$ cat src/rtl/owr_pkg.sv
package owr_pkg;
    localparam int CNT_W = 16;

    typedef logic [CNT_W-1:0] cnt_t;

    typedef enum logic [1:0] {
        PH_IDLE = 2'd0,
        PH_LOW  = 2'd1,
        PH_REL  = 2'd2
    } phase_e;

    // One speed's set of intervals, all in clock cycles.
    // Offsets other than low_len are counted from the start of release.
    typedef struct packed {
        cnt_t low_len;
        cnt_t short_at;
        cnt_t mask_on;
        cnt_t mask_off;
        cnt_t pres_at;
        cnt_t rel_len;
    } win_t;
endpackage

$ cat src/rtl/owr_timing_sel.sv
module owr_timing_sel
    import owr_pkg::*;
#(
    parameter int STD_LOW_LEN  = 48,
    parameter int STD_SHORT_AT = 6,
    parameter int STD_MASK_ON  = 10,
    parameter int STD_MASK_OFF = 16,
    parameter int STD_PRES_AT  = 24,
    parameter int STD_REL_LEN  = 40,
    parameter int OD_LOW_LEN   = 12,
    parameter int OD_SHORT_AT  = 2,
    parameter int OD_MASK_ON   = 3,
    parameter int OD_MASK_OFF  = 5,
    parameter int OD_PRES_AT   = 6,
    parameter int OD_REL_LEN   = 12
) (
    input  logic od_i,
    output win_t win_o
);
    localparam win_t STD_WIN = '{
        low_len:  cnt_t'(STD_LOW_LEN),
        short_at: cnt_t'(STD_SHORT_AT),
        mask_on:  cnt_t'(STD_MASK_ON),
        mask_off: cnt_t'(STD_MASK_OFF),
        pres_at:  cnt_t'(STD_PRES_AT),
        rel_len:  cnt_t'(STD_REL_LEN)
    };
    localparam win_t OD_WIN = '{
        low_len:  cnt_t'(OD_LOW_LEN),
        short_at: cnt_t'(OD_SHORT_AT),
        mask_on:  cnt_t'(OD_MASK_ON),
        mask_off: cnt_t'(OD_MASK_OFF),
        pres_at:  cnt_t'(OD_PRES_AT),
        rel_len:  cnt_t'(OD_REL_LEN)
    };

    always_comb begin
        win_o = od_i ? OD_WIN : STD_WIN;
    end
endmodule

$ cat src/rtl/owr_phase_ctrl.sv
module owr_phase_ctrl
    import owr_pkg::*;
(
    input  logic   clk,
    input  logic   rst_n,
    input  logic   start_i,
    input  logic   od_i,
    input  logic   mask_en_i,
    input  cnt_t   low_len_i,
    input  cnt_t   mask_on_i,
    input  cnt_t   mask_off_i,
    input  cnt_t   rel_len_i,
    output phase_e phase_o,
    output cnt_t   cnt_o,
    output logic   od_o,
    output logic   finish_o,
    output logic   pull_low_o
);
    typedef struct packed {
        phase_e ph;
        cnt_t   cnt;
        logic   od;
        logic   mask;
    } ctl_t;

    ctl_t ctl_d, ctl_q;
    logic fin_d;

    always_comb begin
        ctl_d = ctl_q;
        fin_d = 1'b0;
        case (ctl_q.ph)
            PH_IDLE: begin
                if (start_i) begin
                    ctl_d.ph   = PH_LOW;
                    ctl_d.cnt  = '0;
                    ctl_d.od   = od_i;
                    // masking only ever applies at standard speed
                    ctl_d.mask = mask_en_i & ~od_i;
                end
            end
            PH_LOW: begin
                if (ctl_q.cnt == cnt_t'(low_len_i - cnt_t'(1))) begin
                    ctl_d.ph  = PH_REL;
                    ctl_d.cnt = '0;
                end else begin
                    ctl_d.cnt = ctl_q.cnt + cnt_t'(1);
                end
            end
            PH_REL: begin
                if (ctl_q.cnt == cnt_t'(rel_len_i - cnt_t'(1))) begin
                    ctl_d.ph  = PH_IDLE;
                    ctl_d.cnt = '0;
                    fin_d     = 1'b1;
                end else begin
                    ctl_d.cnt = ctl_q.cnt + cnt_t'(1);
                end
            end
            default: begin
                ctl_d.ph  = PH_IDLE;
                ctl_d.cnt = '0;
            end
        endcase
    end

    always_ff @(posedge clk or negedge rst_n) begin
        if (!rst_n) begin
            ctl_q <= '{ph: PH_IDLE, cnt: '0, od: 1'b0, mask: 1'b0};
        end else begin
            ctl_q <= ctl_d;
        end
    end

    assign phase_o    = ctl_q.ph;
    assign cnt_o      = ctl_q.cnt;
    assign od_o       = ctl_q.od;
    assign finish_o   = fin_d;
    assign pull_low_o = (ctl_q.ph == PH_LOW) ||
                        ((ctl_q.ph == PH_REL) && ctl_q.mask &&
                         (ctl_q.cnt >= mask_on_i) && (ctl_q.cnt < mask_off_i));
endmodule

$ cat src/rtl/owr_result.sv
module owr_result
    import owr_pkg::*;
(
    input  logic   clk,
    input  logic   rst_n,
    input  phase_e phase_i,
    input  cnt_t   cnt_i,
    input  cnt_t   short_at_i,
    input  cnt_t   pres_at_i,
    input  logic   line_i,
    input  logic   finish_i,
    output logic   presence_o,
    output logic   short_o,
    output logic   done_o
);
    typedef struct packed {
        logic short_seen;
        logic pres_seen;
        logic short_r;
        logic pres_r;
        logic done;
    } res_t;

    res_t res_d, res_q;

    always_comb begin
        res_d      = res_q;
        res_d.done = finish_i;
        if (phase_i == PH_LOW) begin
            res_d.short_seen = 1'b0;
            res_d.pres_seen  = 1'b0;
        end
        if ((phase_i == PH_REL) && (cnt_i == short_at_i)) begin
            res_d.short_seen = ~line_i;
        end
        if ((phase_i == PH_REL) && (cnt_i == pres_at_i)) begin
            res_d.pres_seen = ~line_i;
        end
        if (finish_i) begin
            res_d.short_r = res_q.short_seen;
            res_d.pres_r  = res_q.pres_seen & ~res_q.short_seen;
        end
    end

    always_ff @(posedge clk or negedge rst_n) begin
        if (!rst_n) begin
            res_q <= '0;
        end else begin
            res_q <= res_d;
        end
    end

    assign presence_o = res_q.pres_r;
    assign short_o    = res_q.short_r;
    assign done_o     = res_q.done;
endmodule

$ cat src/rtl/owr_presence_top.sv
module owr_presence_top
    import owr_pkg::*;
#(
    parameter int STD_LOW_LEN  = 48,
    parameter int STD_SHORT_AT = 6,
    parameter int STD_MASK_ON  = 10,
    parameter int STD_MASK_OFF = 16,
    parameter int STD_PRES_AT  = 24,
    parameter int STD_REL_LEN  = 40,
    parameter int OD_LOW_LEN   = 12,
    parameter int OD_SHORT_AT  = 2,
    parameter int OD_MASK_ON   = 3,
    parameter int OD_MASK_OFF  = 5,
    parameter int OD_PRES_AT   = 6,
    parameter int OD_REL_LEN   = 12
) (
    input  logic clk,
    input  logic rst_n,
    input  logic start_i,
    input  logic overdrive_i,
    input  logic mask_en_i,
    input  logic line_i,
    output logic pull_low_o,
    output logic busy_o,
    output logic done_o,
    output logic presence_o,
    output logic short_o
);
    phase_e phase;
    cnt_t   cnt;
    logic   od_q;
    logic   finish;
    win_t   win;

    owr_timing_sel #(
        .STD_LOW_LEN (STD_LOW_LEN),  .STD_SHORT_AT(STD_SHORT_AT),
        .STD_MASK_ON (STD_MASK_ON),  .STD_MASK_OFF(STD_MASK_OFF),
        .STD_PRES_AT (STD_PRES_AT),  .STD_REL_LEN (STD_REL_LEN),
        .OD_LOW_LEN  (OD_LOW_LEN),   .OD_SHORT_AT (OD_SHORT_AT),
        .OD_MASK_ON  (OD_MASK_ON),   .OD_MASK_OFF (OD_MASK_OFF),
        .OD_PRES_AT  (OD_PRES_AT),   .OD_REL_LEN  (OD_REL_LEN)
    ) u_sel (
        .od_i  (od_q),
        .win_o (win)
    );

    owr_phase_ctrl u_ctl (
        .clk        (clk),
        .rst_n      (rst_n),
        .start_i    (start_i),
        .od_i       (overdrive_i),
        .mask_en_i  (mask_en_i),
        .low_len_i  (win.low_len),
        .mask_on_i  (win.mask_on),
        .mask_off_i (win.mask_off),
        .rel_len_i  (win.rel_len),
        .phase_o    (phase),
        .cnt_o      (cnt),
        .od_o       (od_q),
        .finish_o   (finish),
        .pull_low_o (pull_low_o)
    );

    owr_result u_res (
        .clk        (clk),
        .rst_n      (rst_n),
        .phase_i    (phase),
        .cnt_i      (cnt),
        .short_at_i (win.short_at),
        .pres_at_i  (win.pres_at),
        .line_i     (line_i),
        .finish_i   (finish),
        .presence_o (presence_o),
        .short_o    (short_o),
        .done_o     (done_o)
    );

    assign busy_o = (phase != PH_IDLE);
endmodule

$ cat config.mk
export PLATFORM = sky130hd
export DESIGN_NAME = owr_presence_top
export DESIGN_NICKNAME = d
export VERILOG_FILES = /design/src/rtl/owr_pkg.sv /design/src/rtl/owr_timing_sel.sv /design/src/rtl/owr_phase_ctrl.sv /design/src/rtl/owr_result.sv /design/src/rtl/owr_presence_top.sv
export SDC_FILE = /design/constraint.sdc
export NUM_CORES = 1
export LEC_CHECK = 0
export ABC_CLOCK_PERIOD_IN_PS = 2040
export CAP_MARGIN = 20
export CORE_UTILIZATION = 52
export CTS_CLUSTER_SIZE = 14
export DETAILED_ROUTE_END_ITERATION = 6
export HOLD_SLACK_MARGIN = 0.06
export PLACE_DENSITY_LB_ADDON = 0.3
export SLEW_MARGIN = 20
export SYNTH_ARGS = -nofsm -noshare
export SYNTH_HDL_FRONTEND = slang
export SYNTH_SLANG_ARGS = --single-unit
$ cat constraint.sdc
create_clock -name clk -period 2.04 [get_ports clk]
set_clock_uncertainty 0.15 [all_clocks]
set_input_delay 0.612 -clock clk [delete_from_list [all_inputs] [get_ports clk]]
set_output_delay 0.612 -clock clk [all_outputs]
set_load 0.03 [all_outputs]
==> out/metrics.csv, run 1 <==
stage,metric,value,unit
status,status,"complete, but fails checks",
status,violations,setup timing,
critical_path,r2r_start,u_ctl.od_o,
global_route,grt_max_degree,26,
critical_path,path_buf_inv,1,
critical_path,worst_path_largest_cell_delay,0.44,ns
logic_synthesis,yosys_warnings,0,
power_and_ir_drop,p_total,2.57,mW
timing,max_slew_margin,76.0,%
logic_synthesis,synth_area_per_cell,9.91,sq um
global_route,grt-ovfl-total,0,
power_and_ir_drop,p_comb_share,65.3,%
logic_synthesis,ys_seq_area_share,39.5,%
critical_path,critPathCaptureType,output pin,
layout,drive_above_1_share,42.3,%
logic_synthesis,synth_edf_count,0,
hold_path,min_path_type,flip-flop to flip-flop,
die,fp.coreArea,2830,sq um
drt,dr.pass1.iters,5,
clocking,path_clk_slew,0.13,ns
logic_synthesis,ys.flop_type,dfrtp_1,
critical_path,crit_type,flip-flop to output pin,
die,die_w,57.2,um
placed_design,place_hpwl,2.81,mm
timing,tightest_slew,0.360,ns
clocking,insertion_delay,0.33,ns
clocking,clockBufferDepth,2,
drt,wl_per_cell,17.7,um
drt,wl,4.23,mm
hold_path,holdPathEnd,u_res.presence_o,
critical_path,slowest_stage,dfrtp_1,
logic_synthesis,synthTopCellsByCount,"dfrtp_1 (25), nand2_1 (19), nor2_1 (11)",
placed_design,dp_slack,-0.322,ns
placed_design,gp_congestion,0.953,
power_and_ir_drop,vdd_ir_drop_max,0.922,mV
clocking,cts_tree,built,
drt,drt.antenna.violating_nets,0,
timing,fmax,372,MHz
logic_synthesis,yosysMostFrequentCell,dfrtp_1,
clocking,cts_hold_buf,0,
power_and_ir_drop,power.internal,1.50,mW
die,die-area,3270,sq um
placed_design,place_inst,228,
logic_synthesis,yosys.area.top_type_share,39.5,%
power_and_ir_drop,power_frac_clock,8.7,%
hold_path,min_path_cells,1,
timing,rsz0062_at_grt,true,
logic_synthesis,synth_area_leader_cell,dfrtp_1,
layout,diodes,0,
power_and_ir_drop,switching_share,41.7,%
critical_path,cp_max_fo,2,
die,num_io_pins,11,
drt,vias,1440,
critical_path,r2r_end,u_ctl.cnt_o[8],
timing,min_period_over_period,132,%
layout,stdcell_count,239,
critical_path,reg2reg_depth,10,
critical_path,ff2ff_setup_slack,-0.27,ns
power_and_ir_drop,leakagePower,0.974,nW
critical_path,cp.required,1.28,ns
layout,multi_input_area,1070,sq um
global_route,antenna_found_initial,0,
power_and_ir_drop,sequentialPowerShare,26.0,%
timing,hold_violations,0,
clocking,cts-htree-levels,1,
layout,nets,221,
drt,drt-vias-per-instance,6.03,
layout,seqCellArea,627,sq um
logic_synthesis,syn-num-nets,172,
hold_path,min-delay-start,u_res.presence_o,
global_route,grtUsageTotal,26.5,%
die,rows,19,
clocking,numCtsBuffers,3,
clocking,cts_root_buf,clkbuf_4,
logic_synthesis,synth.area.top_cells,"dfrtp_1 (39%), ha_1 (4.7%), nand2_1 (4.5%)",
placed_design,io_buffers,10,
logic_synthesis,syn-instance-count,160,
clocking,cts.sinks,25,
drt,drc,0,
timing,fin_crit,2.69,ns
flow_run,max_cap_viol_count,0,
logic_synthesis,syn_area,1590,sq um
timing,setup_violations,20,
layout,syn_to_final_growth,39.8,%
critical_path,cp-start-kind,flip-flop,
die,dieHeight,57.2,um
critical_path,path_delay_family,simple AND/OR/NAND/NOR gates,
critical_path,cp_cell_sequence,"nor4_4, nand2_2, nor3_4, nand4b_1, o21ai_4, buf_6",
global_route,grt_pass1_wl,6.48,mm
power_and_ir_drop,power.density,1160,nW/um^2
global_route,grt_pass1_vias,1387,
critical_path,worstPathArrival,1.92,ns
logic_synthesis,async_flop_share,100,%
timing,worst_slack,-0.646,ns
timing,drv_slew,0,
logic_synthesis,ys_types,45,
power_and_ir_drop,power.switching,1.07,mW
layout,fillCellCount,180,
die,initial_core_util,56.0,%
logic_synthesis,ys_seq_elements,25,
drt,drtIter0Drc,76,
area by class of cell:
| cell class | instances | area share, % |
|---|---|---|
| flip-flops and latches | 25 | 28.3 |
| inverters | 4 | 0.678 |
| repair buffers | 50 | 19.8 |
| clock buffers | 4 | 1.19 |
| well taps | 31 | 1.75 |
| multi-input cells | 125 | 48.3 |
repair_timing:
item	in CTS	in global routing
resized for setup	21	16
buffers inserted	4	4
pin swaps	9	13
setup endpoints to repair	24	21
worst max-delay path by stage:
| stage | from | to | slack [ns] | cells past startpoint |
|---|---|---|---|---|
| global route | u_ctl.cnt_o[14] | pull_low_o | -0.72 | 6 |
| detailed placement | u_ctl.cnt_o[0] | pull_low_o | -0.32 | 7 |
| CTS | u_ctl.od_o | pull_low_o | -0.70 | 6 |
| floorplan | u_ctl.cnt_o[7] | pull_low_o | -0.24 | 5 |
| global placement | u_ctl.cnt_o[0] | pull_low_o | -0.31 | 7 |
| finish | u_ctl.cnt_o[14] | pull_low_o | -0.65 | 6 |
metrics by stage:
stage | hold WS (ns) | area (sq um) | utilization, % | TNS (ns)
after floorplan | 0.166 | 1650 | - | -0.240
after global placement | 0.319 | 2000 | 70.8 | -3.25
after detailed placement | 0.333 | 2000 | 70.8 | -3.77
after CTS | 0.372 | 2130 | 75.3 | -3.59
after global routing | 0.399 | 2220 | 78.3 | -5.71
final | 0.378 | 2220 | 78.3 | -4.99
routing by layer:
layer	GRT usage, %	wire length, um	vias to the layer above
li1	-	-	668
met1	36.2	1820	718
met2	43.9	2140	45
met3	2.95	200	9
met4	9.41	76	0
met5	0	0	-
flip-flops by register name, summed over array words and instances (netlist names):
register and count:
u_ctl.cnt_o 16, u_ctl.ctl_q 1, u_ctl.od_o 1, u_ctl.phase_o 2
u_res.done_o 1, u_res.presence_o 1, u_res.res_q 2, u_res.short_o 1
cell families (layout without fill, tap and decap cells):
logic type / count (synthesis) / in the layout / share of synthesized area (%)
simple gates: 73 / 73 / 27.2
compound gates: 29 / 29 / 14.7
flops: 25 / 25 / 39.5
xor+xnor: 11 / 11 / 6.08
buf+inv: 10 / 58 / 3.87
fa+ha+maj: 6 / 6 / 4.74
mux: 6 / 6 / 4.03
placed cells by master, fill, tap and decap left out, types with 4 or more instances in the layout:
cell type,Yosys,routed
nand3_1,5,4
buf_6,0,6
xnor2_1,5,5
nand2b_1,6,5
xor2_1,6,6
o21ai_2,3,5
and3_1,4,4
nand2_1,19,18
nand4_1,6,6
a21oi_2,7,7
buf_4,1,34
clkdlybuf4s50_1,0,5
nor2_1,11,9
dfrtp_1,25,24
power groups by stage:
| stage | registers (mW) | clock network (mW) | logic, mW |
|---|---|---|---|
| finish | 0.669 | 0.224 | 1.68 |
| global route | 0.678 | 0.251 | 1.78 |
| CTS | 0.659 | 0.228 | 1.55 |
| detailed placement | 0.665 | 0 | 1.38 |
| global placement | 0.656 | 0 | 1.33 |
| floorplan | 0.691 | 0 | 0.861 |
Note: power is estimated with default switching activity, not from simulation.
==> inputs of run 2 (changes only) <==
--- a/config.mk
+++ b/config.mk
@@ -5,9 +5,10 @@
 export SDC_FILE = /design/constraint.sdc
 export NUM_CORES = 1
 export LEC_CHECK = 0
+export ABC_AREA = 1
 export ABC_CLOCK_PERIOD_IN_PS = 2040
 export CAP_MARGIN = 20
-export CORE_UTILIZATION = 52
+export CORE_UTILIZATION = 53
 export CTS_CLUSTER_SIZE = 14
 export DETAILED_ROUTE_END_ITERATION = 6
 export HOLD_SLACK_MARGIN = 0.06
==> run 2 against run 1 <==
Synthesized cell count rose by 60%; largest power group unchanged; combinational power down 29%; sequential power about the same; global-route usage is essentially flat; area after synthesis grew 14%; critical endpoint unchanged; maximum frequency rose by 10%; the run still ends with setup timing left; worst setup slack improved by 0.25 ns; die area rose by 12%; first-iteration DRC count increased by 79%; sequential share of layout area fell by 0.20 points; routed wire length increased by 5.0%.
==> out/metrics.csv, run 2 <==
stage,metric,value,unit,change
status,status,"complete, but fails checks",,unchanged
status,violations,setup timing,,unchanged
clocking,numCtsBuffers,3,,unchanged
critical_path,cp-start-kind,flip-flop,,unchanged
timing,worst_slack,-0.399,ns,was -0.646 ns
clocking,path_clk_slew,0.14,ns,was 0.13 ns
drt,drt.antenna.violating_nets,0,,unchanged
clocking,insertion_delay,0.32,ns,was 0.33 ns
logic_synthesis,synth_area_leader_cell,dfrtp_1,,unchanged
drt,drc,0,,unchanged
layout,fillCellCount,262,,was 180
power_and_ir_drop,p_total,2.08,mW,was 2.57 mW
logic_synthesis,syn-num-nets,268,,was 172
die,die_w,60.5,um,was 57.2 um
placed_design,gp_congestion,0.952,,was 0.953
die,die-area,3660,sq um,was 3270 sq um
logic_synthesis,async_flop_share,100,%,unchanged
die,rows,20,,was 19
logic_synthesis,ys_types,27,,was 45
critical_path,critPathCaptureType,output pin,,unchanged
logic_synthesis,yosys_warnings,0,,unchanged
clocking,cts.sinks,25,,unchanged
hold_path,min_path_type,flip-flop to flip-flop,,unchanged
placed_design,io_buffers,10,,unchanged
drt,wl_per_cell,13.2,um,was 17.7 um
clocking,cts-htree-levels,1,,unchanged
layout,drive_above_1_share,23.6,%,was 42.3%
global_route,grt_max_degree,26,,unchanged
timing,drv_slew,0,,unchanged
timing,rsz0062_at_grt,true,,unchanged
clocking,cts_root_buf,clkbuf_4,,unchanged
logic_synthesis,syn_area,1810,sq um,was 1590 sq um
die,initial_core_util,57.5,%,was 56.0%
placed_design,place_inst,332,,was 228
power_and_ir_drop,vdd_ir_drop_max,0.718,mV,was 0.922 mV
logic_synthesis,yosys.area.top_type_share,34.5,%,was 39.5%
timing,fin_crit,2.44,ns,was 2.69 ns
logic_synthesis,synth_edf_count,0,,unchanged
clocking,clockBufferDepth,2,,unchanged
timing,fmax,410,MHz,was 372 MHz
global_route,grt_pass1_vias,1555,,was 1387
drt,vias,1780,,was 1440
critical_path,crit_type,flip-flop to output pin,,unchanged
die,fp.coreArea,3150,sq um,was 2830 sq um
drt,dr.pass1.iters,7,,was 5
layout,stdcell_count,336,,was 239
critical_path,cp_max_fo,5,,was 2
drt,wl,4.44,mm,was 4.23 mm
critical_path,worstPathArrival,1.68,ns,was 1.92 ns
clocking,cts_tree,built,,unchanged
logic_synthesis,synth.area.top_cells,"dfrtp_1 (35%), nand2_1 (14%), nand3_1 (9.7%)",,"was dfrtp_1 (39%), ha_1 (4.7%), nand2_1 (4.5%)"
power_and_ir_drop,leakagePower,1.10,nW,was 0.974 nW
logic_synthesis,ys.flop_type,dfrtp_1,,unchanged
timing,setup_violations,1,,was 20
placed_design,place_hpwl,3.13,mm,was 2.81 mm
timing,finalSetupTns,-0.399,ns,was -4.99 ns
global_route,grt-ovfl-total,0,,unchanged
logic_synthesis,yosysMostFrequentCell,nand2_1,,was dfrtp_1
layout,layout_common_cells,"nand2_1 (66), nand3_1 (35), inv_1 (27), buf_4 (27), dfrtp_1 (23)",,"was buf_4 (34), dfrtp_1 (24), nand2_1 (18)"
layout,syn_to_final_growth,23.4,%,was 39.8%
logic_synthesis,syn-instance-count,256,,was 160
die,num_io_pins,11,,unchanged
timing,hold_violations,0,,unchanged
layout,diodes,0,,unchanged
global_route,antenna_found_initial,0,,unchanged
timing,min_period_over_period,120,%,was 132%
flow_run,max_cap_viol_count,0,,unchanged
layout,nets,305,,was 221
timing,tightest_slew,0.319,ns,was 0.360 ns
layout,layout_commonest_cell,nand2_1,,was buf_4
logic_synthesis,ys_seq_area_share,34.5,%,was 39.5%
critical_path,cp.required,1.28,ns,about the same
layout,largest_reg_flops,16,,unchanged
logic_synthesis,synth_area_per_cell,7.08,sq um,was 9.91 sq um
global_route,grt_pass1_wl,7.16,mm,was 6.48 mm
layout,multi_input_area,1090,sq um,was 1070 sq um
layout,seqCellArea,628,sq um,was 627 sq um
drt,drtIter0Drc,136,,was 76
logic_synthesis,ys_seq_elements,25,,unchanged
power_and_ir_drop,power.density,931,nW/um^2,was 1160 nW/um^2
clocking,cts_setup_buffers,0,,was 4
drt,drt-vias-per-instance,5.30,,was 6.03
global_route,grtUsageTotal,26.4,%,was 26.5%
timing,max_slew_margin,78.8,%,was 76.0%
die,dieHeight,60.5,um,was 57.2 um
logic_synthesis,synthTopCellsByCount,"nand2_1 (68), nand3_1 (35), inv_1 (28)",,"was dfrtp_1 (25), nand2_1 (19), nor2_1 (11)"
==> run 2: cell types whose count changed in the layout (fill, tap and decap cells not counted), sizes merged, moves of 4 or more <==
cell	previous run	this run
a21oi	9	2
a31oi	4	0
o211ai	0	6
nand3	5	38
o21ai	10	16
and3	4	0
xnor2	5	0
nand2b	6	0
nand2	19	72
nor2	12	34
buf	42	29
inv	4	31
==> run 2: logic make-up after synthesis <==
family          synth area share (%)
compound gates                  7.87
simple gates                    42.3
fa+ha+maj                       4.14
xor+xnor                        2.42
buf+inv                         8.77
flops                           34.5
==> run 2: power breakdown <==
| group | internal (mW) | switching [mW] | total [mW] |
|---|---|---|---|
| combinational | 0.485 | 0.700 | 1.19 |
| clock | 0.0735 | 0.156 | 0.229 |
| sequential | 0.574 | 0.0937 | 0.668 |
==> run 2: per-layer routing <==
metal | wire length, um | GRT usage (%) | vias to the layer above
met5 | 0 | 0 | -
met4 | 72 | 7.79 | 0
met3 | 245 | 3.41 | 6
met2 | 2070 | 41.4 | 59
met1 | 2060 | 38.2 | 810
li1 | - | - | 905
==> run 2: timing repair <==
| item | CTS | global route |
|---|---|---|
| endpoints found under the setup margin | 5 | 9 |
| pin swaps | 0 | 5 |
| resized for setup | 6 | 14 |
| hold buffers | 0 | 0 |
| hold endpoints to repair | 0 | 0 |
==> run 2: path summary, 6_finish.rpt <==
path | from | to | cells past startpoint | slack, ns
min in group asynchronous | rst_n | u_ctl.cnt_o[12] | 2 | 0.48
min | u_res.short_o | u_res.short_o | 2 | 0.35
max | u_ctl.od_o | pull_low_o | 7 | -0.40
max in group asynchronous | rst_n | u_ctl.od_o | 2 | 0.99
max reg2reg | u_ctl.od_o | u_ctl.cnt_o[1] | 7 | 0.13
min reg2reg | u_res.short_o | u_res.short_o | 2 | 0.35
==> run 2: through the flow <==
step	setup slack, ns	instance area [sq um]	util (%)	hold slack, ns
after CTS	-0.429	2180	69.2	0.358
after global routing	-0.499	2240	70.9	0.390
after floorplan	0.0125	1830	-	0.166
final	-0.399	2240	70.9	0.354
after detailed placement	-0.0816	2150	68.3	0.332
after global placement	-0.0365	2150	68.3	0.311
==> run 2: layout make-up <==
type                            instances  share of cell area (%)
Inverter                               33                    5.54
Tap cell                               44                    2.46
Sequential cell                        25                    28.1
Timing Repair Buffer                   38                    13.7
Multi-Input combinational cell        192                    49.0
Clock buffer                            3                    1.01
Clock inverter                          1                   0.224
==> run 2: worst max-delay path, cell delays in order (launching register included) <==
cell,delay (ns)
dfrtp_2,0.49
inv_2,0.08
ha_4,0.26
o21ai_0,0.07
a21oi_1,0.13
nand3b_1,0.13
nand2_2,0.06
buf_6,0.14
